## src/rtl/cdreg_pkg.sv

```systemverilog
package cdreg_pkg;
  localparam int unsigned DATA_W   = 32;
  localparam int unsigned IDX_ID   = 0;
  localparam int unsigned IDX_FLASH = 1;
  localparam int unsigned IDX_STAT = 2;
  localparam int unsigned IDX_DEC  = 3;
  localparam int unsigned NUM_REGS = 4;
  localparam int unsigned WP_BIT   = 0;
  localparam int unsigned CI_BIT   = 3;
  localparam logic [DATA_W-1:0] ID_WORD  = 32'h4103_4003;
  localparam logic [DATA_W-1:0] DEC_WORD = 32'h0000_0011;

  typedef enum logic [2:0] {
    SEL_ID, SEL_FLASH, SEL_STAT, SEL_DEC, SEL_NONE
  } reg_sel_e;

  // Word index of a byte offset, widened so out-of-range values stay visible.
  function automatic int unsigned word_index(input logic [31:0] byte_off);
    return int'(byte_off >> 2);
  endfunction

  function automatic reg_sel_e decode_sel(input int unsigned idx);
    case (idx)
      IDX_ID:    return SEL_ID;
      IDX_FLASH: return SEL_FLASH;
      IDX_STAT:  return SEL_STAT;
      IDX_DEC:   return SEL_DEC;
      default:   return SEL_NONE;
    endcase
  endfunction

  // Status word layout: write-protect level and sticky insert flag.
  function automatic logic [DATA_W-1:0] status_word(input logic wp, input logic ins);
    logic [DATA_W-1:0] w;
    w = '0;
    w[WP_BIT] = wp;
    w[CI_BIT] = ins;
    return w;
  endfunction

  // Next flag value: a detected rise wins over a write-one-to-clear.
  function automatic logic next_flag(input logic cur, input logic rise, input logic clr);
    return rise | (cur & ~clr);
  endfunction
endpackage

```

## src/rtl/cdreg_sync.sv

```systemverilog
module cdreg_sync #(
  parameter int unsigned STAGES = 2
) (
  input  logic clk,
  input  logic rst,
  input  logic d_in,
  output logic q_out
);
  logic [STAGES-1:0] chain;

  genvar g;
  generate
    for (g = 0; g < STAGES; g++) begin : g_stage
      if (g == 0) begin : g_first
        always_ff @(posedge clk) begin
          if (rst) chain[0] <= 1'b0;
          else     chain[0] <= d_in;
        end
      end else begin : g_next
        always_ff @(posedge clk) begin
          if (rst) chain[g] <= 1'b0;
          else     chain[g] <= chain[g-1];
        end
      end
    end
  endgenerate

  assign q_out = chain[STAGES-1];
endmodule

```

## src/rtl/cdreg_status.sv

```systemverilog
module cdreg_status (
  input  logic clk,
  input  logic rst,
  input  logic card_sync,
  input  logic clr_evt,
  output logic rise_evt,
  output logic flag
);
  import cdreg_pkg::*;

  logic card_prev;

  always_ff @(posedge clk) begin
    if (rst) card_prev <= 1'b0;
    else     card_prev <= card_sync;
  end

  assign rise_evt = card_sync & ~card_prev;

  always_ff @(posedge clk) begin
    if (rst) flag <= 1'b0;
    else     flag <= next_flag(flag, rise_evt, clr_evt);
  end
endmodule

```

## src/rtl/cdreg_rdmux.sv

```systemverilog
module cdreg_rdmux (
  input  logic                         clk,
  input  logic                         rst,
  input  logic                         rd_en,
  input  cdreg_pkg::reg_sel_e          sel,
  input  logic                         wp_sync,
  input  logic                         flag,
  output logic [cdreg_pkg::DATA_W-1:0] rdata
);
  import cdreg_pkg::*;

  logic [DATA_W-1:0] rd_next;

  always_comb begin
    case (sel)
      SEL_ID:    rd_next = ID_WORD;
      SEL_FLASH: rd_next = '0;
      SEL_STAT:  rd_next = status_word(wp_sync, flag);
      SEL_DEC:   rd_next = DEC_WORD;
      default:   rd_next = '0;
    endcase
  end

  always_ff @(posedge clk) begin
    if (rst)        rdata <= '0;
    else if (rd_en) rdata <= rd_next;
  end
endmodule

```

## src/rtl/slot_ctrl_regs.sv

```systemverilog
module slot_ctrl_regs #(
  parameter int unsigned ADDR_W      = 8,
  parameter int unsigned SYNC_STAGES = 2
) (
  input  logic              clk,
  input  logic              rst,
  input  logic              rd_en,
  input  logic              wr_en,
  input  logic [ADDR_W-1:0] addr,
  input  logic [31:0]       wdata,
  output logic [31:0]       rdata,
  input  logic              wp_in,
  input  logic              card_in,
  output logic              irq_out
);
  import cdreg_pkg::*;

  logic [31:0] addr_ext;
  reg_sel_e    sel;
  logic        wp_sync;
  logic        card_sync;
  logic        clr_evt;
  logic        rise_evt;
  logic        flag;

  assign addr_ext = 32'(addr);
  assign sel      = decode_sel(word_index(addr_ext));
  // Only the status register has a writable effect: write-one-to-clear on the flag bit.
  assign clr_evt  = wr_en & (sel == SEL_STAT) & wdata[CI_BIT];

  cdreg_sync #(.STAGES(SYNC_STAGES)) u_wp_sync (
    .clk(clk), .rst(rst), .d_in(wp_in), .q_out(wp_sync)
  );

  cdreg_sync #(.STAGES(SYNC_STAGES)) u_card_sync (
    .clk(clk), .rst(rst), .d_in(card_in), .q_out(card_sync)
  );

  cdreg_status u_status (
    .clk(clk), .rst(rst), .card_sync(card_sync), .clr_evt(clr_evt),
    .rise_evt(rise_evt), .flag(flag)
  );

  cdreg_rdmux u_rdmux (
    .clk(clk), .rst(rst), .rd_en(rd_en), .sel(sel),
    .wp_sync(wp_sync), .flag(flag), .rdata(rdata)
  );

  assign irq_out = flag;
endmodule

```

## config.mk

```make
export PLATFORM = sky130hd
export DESIGN_NAME = slot_ctrl_regs
export DESIGN_NICKNAME = d
export VERILOG_FILES = /design/src/rtl/cdreg_pkg.sv /design/src/rtl/cdreg_sync.sv /design/src/rtl/cdreg_status.sv /design/src/rtl/cdreg_rdmux.sv /design/src/rtl/slot_ctrl_regs.sv
export SDC_FILE = /design/constraint.sdc
export NUM_CORES = 1
export LEC_CHECK = 0
export BUFFER_PORTS_ARGS = -buffer_cell sky130_fd_sc_hd__buf_2
export CORE_MARGIN = 2
export CORE_UTILIZATION = 28
export DETAILED_ROUTE_END_ITERATION = 6
export PLACE_DENSITY = 0.75
export SLEW_MARGIN = 20
export SYNTH_ARGS = -nofsm -noshare
export SYNTH_HDL_FRONTEND = slang
export SYNTH_HIERARCHICAL = 1
export SYNTH_SLANG_ARGS = --single-unit
```

## constraint.sdc

```tcl
create_clock -name clk -period 1.35 [get_ports clk]
set_clock_uncertainty 0.1 [all_clocks]
set_input_delay 0.0675 -clock clk [delete_from_list [all_inputs] [get_ports clk]]
set_output_delay 0.0675 -clock clk [all_outputs]
set_load 0.01 [all_outputs]
```

# == Word level (Yosys, flattened, before mapping) ==
# Index checks and enable logic that the tools add are counted.
# Widths: inputs -> output; s select.
# totals
output_inout_bits,33
inputBits,46
regBits,38
word_cells,23
# classes
eq_ne,5
reduce_logical,2
n_mux,2
n_bitwise,7
# op_table
op,n
$pmux 31 s3,1
$logic_not 32->1,1
$eq 6x2->1 const B,2
$pmux 3 s4,1
$eq 3x2->1 const B,2
$eq 6x1->1 const B,1
$and 1x1->1,4
$logic_not 3->1,1
$not 1->1,2
$or 1x1->1,1

# == Logic depth before layout (Yosys ltp) ==
# depth
depth_word,8
depth_mapped,5
ltp_nobuf,5

# == By module ==
# The synthesis kept the hierarchy.
# modules_own_cells
module,seq_area_each_um2,cells_per_inst,area_each_um2,n_inst
cdreg_rdmux,80.1,48,391.6,1
cdreg_sync,40.0,4,52.6,2
cdreg_status,40.0,6,76.3,1
slot_ctrl_regs,0.0,6,43.8,1

# == Worst setup path before layout ==
# Ideal clock, no wire load.
# synth_timing
kind,in2reg
start,input port addr[5]
end,register u_rdmux/rdata[0] in the netlist's numbering
cell_stages,5
setup_ps,117
t_arrival_ps,1065
setup_slack_ps,67
path_buffers,0
t_required_ps,1133
cell_sequence,nor4_2 -> and2_1 -> or3b_1 -> nand4b_1 -> a21oi_1
# synth_via
elab_chain_cells,4
elab_cells_between_ends,9
# synth_rtl
element,line_no,rtl
from (decl),slot_ctrl_regs.sv:9,"input logic [ADDR_W-1:0] addr,"
$logic_not 32->1 (tied with other cells),cdreg_pkg.sv:23,case (idx)
$pmux 3 s4 (*),cdreg_pkg.sv:23,
via sel[1],slot_ctrl_regs.sv:19,reg_sel_e sel;
$eq 3x2->1 or $logic_not 3->1 (tied branches),cdreg_rdmux.sv:15,case (sel)
$pmux 31 s3 (*),cdreg_rdmux.sv:15,
to (signal assigned),cdreg_rdmux.sv:26,else if (rd_en) rdata <= rd_next;
to (decl),cdreg_rdmux.sv:8,output logic [cdreg_pkg::DATA_W-1:0] rdata
# Mark *: on every way through the listed nets, which the timed path passes. The rest lies on a longest branch.
# A chain may end at the register's enable or synchronous reset.

# == Worst setup path in the final report ==
# layout_timing
start,input port card_in
end,register u_card_sync.chain[0]
# layout_rtl
element,line_no,rtl
from (decl),slot_ctrl_regs.sv:13,"input logic card_in,"
to (signal assigned),cdreg_sync.sv:17,else chain[0] <= d_in;
to (decl),cdreg_sync.sv:9,logic [STAGES-1:0] chain;
# No word-level cell between the ends.

==> flow_summary.json <==
{
  "outcome": "finished, final reports clean",
  "drt-wirelength-per-cell_um": 7.016,
  "dominant_combinational_cell_family_by_area_after_synthesis": "buffers and inverters",
  "track_usage_pct": 7.257,
  "yosysSeqAreaShare_pct": 32.45,
  "total_overflow_reported_by_the_global_router": 0,
  "hpwlAfterDp_um": 713.4,
  "seq_power_share_pct": 46.4,
  "vias_per_cell": 3.569,
  "worstSkewPairLatency_ns": 0.26,
  "holdCritPathClass": "in2reg",
  "crit_arrival_ns": 1.36,
  "cts-buffers-inserted": 3,
  "postSynthCellCount": 68,
  "vias_in_the_first_global_route": 350,
  "detailroute.via_count": 439,
  "cts_root_buf": "sky130_fd_sc_hd__clkbuf_4",
  "post_synth.cell_area_avg_um2": 9.071,
  "clock_tree_from_tritoncts": "built",
  "switching_share_pct": 23.35,
  "die-area_um2": 2594,
  "grt_start_max_net_pins": 11,
  "initial_core_util_pct": 30.51,
  "required_ns": 1.40,
  "critPathKind": "in2reg",
  "finalNetCount": 143,
  "chipHeight_um": 50.94,
  "floorplan.die.width_um": 50.94,
  "clock_power_share_pct": 39.7,
  "placement.setup.worst_slack_ns": -0.05407,
  "synth.mux.area_fraction_pct": 1.623,
  "grt_first_pass_wirelength_um": 1352,
  "worstSetupStartpointType": "input pin",
  "placeableCoreArea_um2": 2022,
  "share_of_final_layout_standard_cells_stronger_than_drive_strength_1_pct": 34.38,
  "period_needed_ns": 1.305,
  "antenna_cells": 0,
  "cap_violations": 0,
  "drc": 0,
  "end_kind": "flip-flop",
  "power_frac_comb_pct": 13.9,
  "slew_violations": 0,
  "setup_viol": 0,
  "fmax_mhz": 766.6,
  "worst-path-max-fanout": 1,
  "total_power_uw": 662.1,
  "synth_seq_cells": 10,
  "ys.warnings.count": 6,
  "clock_sinks": 10,
  "rows": 16,
  "routabilityCongestion": 0.7187,
  "timing.setup.tns_ns": 0,
  "antenna_found_initial": 0,
  "peakVddDrop_v": 0.0005078,
  "synthDistinctLibCells": 19,
  "post-cts-setup-buffer-count": 0,
  "powerDensity_nw_per_um2": 889.4,
  "hold_viol_final": 0,
  "synthesis.area_um2": 616.8,
  "final_cell_count_no_fill": 123,
  "cellLeakagePower_uw": 0.0003835,
  "detailedRoute.firstPassIterationCount": 1,
  "h-tree-depth": 1,
  "clock_edge_transition_at_the_registers_on_the_reported_setup_and_hold_paths_ns": 0.06,
  "min_period_over_period_pct": 96.63,
  "switchingPower_uw": 154.6,
  "synth_simple_gate_area_share_pct": 26.57,
  "layout-area-overhead-vs-synth_pct": 20.69,
  "port_buffers": 22,
  "compound_gate_portion_of_the_synthesized_area_pct": 4.057,
  "clk_path_buf_depth": 2,
  "route.final.wire_length_um": 863,
  "yosys.area_share.xor_xnor_pct": 0,
  "drtIter0Drc": 0,
  "post_synth_adder_cell_area_pct": 0,
  "placed_cells_incl_taps": 114,
  "boundaryPins": 79,
  "timing.final.ws_setup_ns": 0.04547,
  "postRouteAntennaNets": 0,
  "p_int_uw": 507.5
}
-- final cells by class --
type	instances	area, um^2
Sequential cell	10	200.2
Clock buffer	4	36.28
Timing Repair Buffer	30	185.2
Multi-Input combinational cell	51	285.3
Fill cell	220	1277
Inverter	1	3.754
Tap cell	27	33.78
-- power by group through the flow --
stage / logic [uW] / clock network, uW / registers [uW]
after CTS: 90.6 / 273 / 307
after global routing: 103 / 299 / 308
after detailed placement: 79.8 / 0 / 314
after global placement: 77.9 / 0 / 314
after floorplan: 98.7 / 0 / 315
final: 92.0 / 263 / 307
-- state kept, by name (all words and copies together) (netlist names) --
register,cells
u_wp_sync/chain,1
u_status/card_prev,1
u_status/flag,1
u_wp_sync/q_out,1
u_rdmux/rdata,4
u_card_sync/chain,1
u_card_sync/q_out,1
-- cells in the final DEF (no fill, tap or decap) --
cell                            synthesis  routed
sky130_fd_sc_hd__buf_2                  0      21
sky130_fd_sc_hd__clkbuf_8               0       1
sky130_fd_sc_hd__o21ba_1                1       1
sky130_fd_sc_hd__clkbuf_4               0       3
sky130_fd_sc_hd__nor2b_4                1       1
sky130_fd_sc_hd__nor2_2                 1       1
sky130_fd_sc_hd__or2b_1                 1       1
sky130_fd_sc_hd__and2_1                 2       2
sky130_fd_sc_hd__nor2_1                 1       1
sky130_fd_sc_hd__nand4b_1               3       3
sky130_fd_sc_hd__nand2b_1               3       3
sky130_fd_sc_hd__nand3_1                1       1
sky130_fd_sc_hd__nor4_2                 1       1
sky130_fd_sc_hd__dfxtp_1               10      10
sky130_fd_sc_hd__buf_4                 28       4
sky130_fd_sc_hd__mux2i_1                1       1
sky130_fd_sc_hd__inv_2                  1       1
sky130_fd_sc_hd__a21oi_1                3       3
sky130_fd_sc_hd__dlygate4sd3_1          0       5
sky130_fd_sc_hd__or3b_1                 1       1
sky130_fd_sc_hd__nor3_1                 1       1
sky130_fd_sc_hd__nor2b_1                7       7
sky130_fd_sc_hd__conb_1                 1      23
-- per-layer routing --
metal  track usage (%)  share of wire (%)  vias to the layer above
li1                  -                  -                      222
met1             6.631                 37                      184
met2             12.99                 49                       33
met3             5.263                 14                        0
met4             1.351                  0                        0
met5                 0                  0                        -
-- what timing repair did --
item / CTS / global route
hold buffers: 5 / 0
endpoints found under the setup margin: 0 / 2
hold endpoints to repair: 9 / 0
gates resized for setup: 0 / 2
-- stage by stage --
stage | hold WS (ns) | area, um^2 | utilization, %
3_3_place_gp | 0.1764 | 655.6 | 32.43
5_1_grt | 0.02782 | 744.5 | 36.82
6_report | 0.01679 | 744.5 | 36.82
4_1_cts | 0.01418 | 742.0 | 36.70
3_5_place_dp | 0.1791 | 655.6 | 32.43
2_1_floorplan | 0.03657 | 699.4 | -
-- final timing paths --
kind	slack, ns	from	endpoint	cells after the start
worst max-delay path	0.05	card_in	u_card_sync/chain[0]	4
worst min-delay path	0.02	rd_en	u_rdmux/rdata[4]	3
worst max register to register	0.35	u_wp_sync/q_out	u_rdmux/rdata[0]	3
worst min register to register	0.34	u_wp_sync/chain[0]	u_wp_sync/q_out	1
-- cell families (layout without fill, tap and decap cells) --
kind of cell | after synthesis | in the layout
buffers and inverters | 29 | 35
AO/OA/AOI/OAI | 4 | 4
other | 1 | 23
flip-flops | 10 | 10
AND/OR/NAND/NOR | 23 | 23
multiplexers | 1 | 1
-- Yosys cell counts --
| cell type | instances | area (um^2) |
|---|---|---|
| sky130_fd_sc_hd__nor2_2 | 1 | 6.260 |
| sky130_fd_sc_hd__buf_4 | 28 | 210.2 |
| sky130_fd_sc_hd__inv_2 | 1 | 3.750 |
| sky130_fd_sc_hd__nor4_2 | 1 | 12.51 |
| sky130_fd_sc_hd__and2_1 | 2 | 12.51 |
| sky130_fd_sc_hd__or3b_1 | 1 | 8.760 |
| sky130_fd_sc_hd__mux2i_1 | 1 | 10.01 |
| sky130_fd_sc_hd__or2b_1 | 1 | 7.510 |
| sky130_fd_sc_hd__a21oi_1 | 3 | 15.01 |
| sky130_fd_sc_hd__conb_1 | 1 | 3.750 |
| sky130_fd_sc_hd__nand2b_1 | 3 | 18.77 |
| sky130_fd_sc_hd__nor2_1 | 1 | 3.750 |
| sky130_fd_sc_hd__nor2b_1 | 7 | 43.79 |
| sky130_fd_sc_hd__o21ba_1 | 1 | 10.01 |
| sky130_fd_sc_hd__dfxtp_1 | 10 | 200.2 |
| sky130_fd_sc_hd__nor3_1 | 1 | 5.000 |
| sky130_fd_sc_hd__nand3_1 | 1 | 5.000 |
| sky130_fd_sc_hd__nor2b_4 | 1 | 13.76 |
| sky130_fd_sc_hd__nand4b_1 | 3 | 26.28 |
-- critical path, stage by stage --
cell                            delay [ns]
sky130_fd_sc_hd__dlygate4sd3_1        0.53
sky130_fd_sc_hd__buf_2                0.11
sky130_fd_sc_hd__nor2b_1              0.11
sky130_fd_sc_hd__dlygate4sd3_1        0.54
Power figures use the tool's default switching activity.
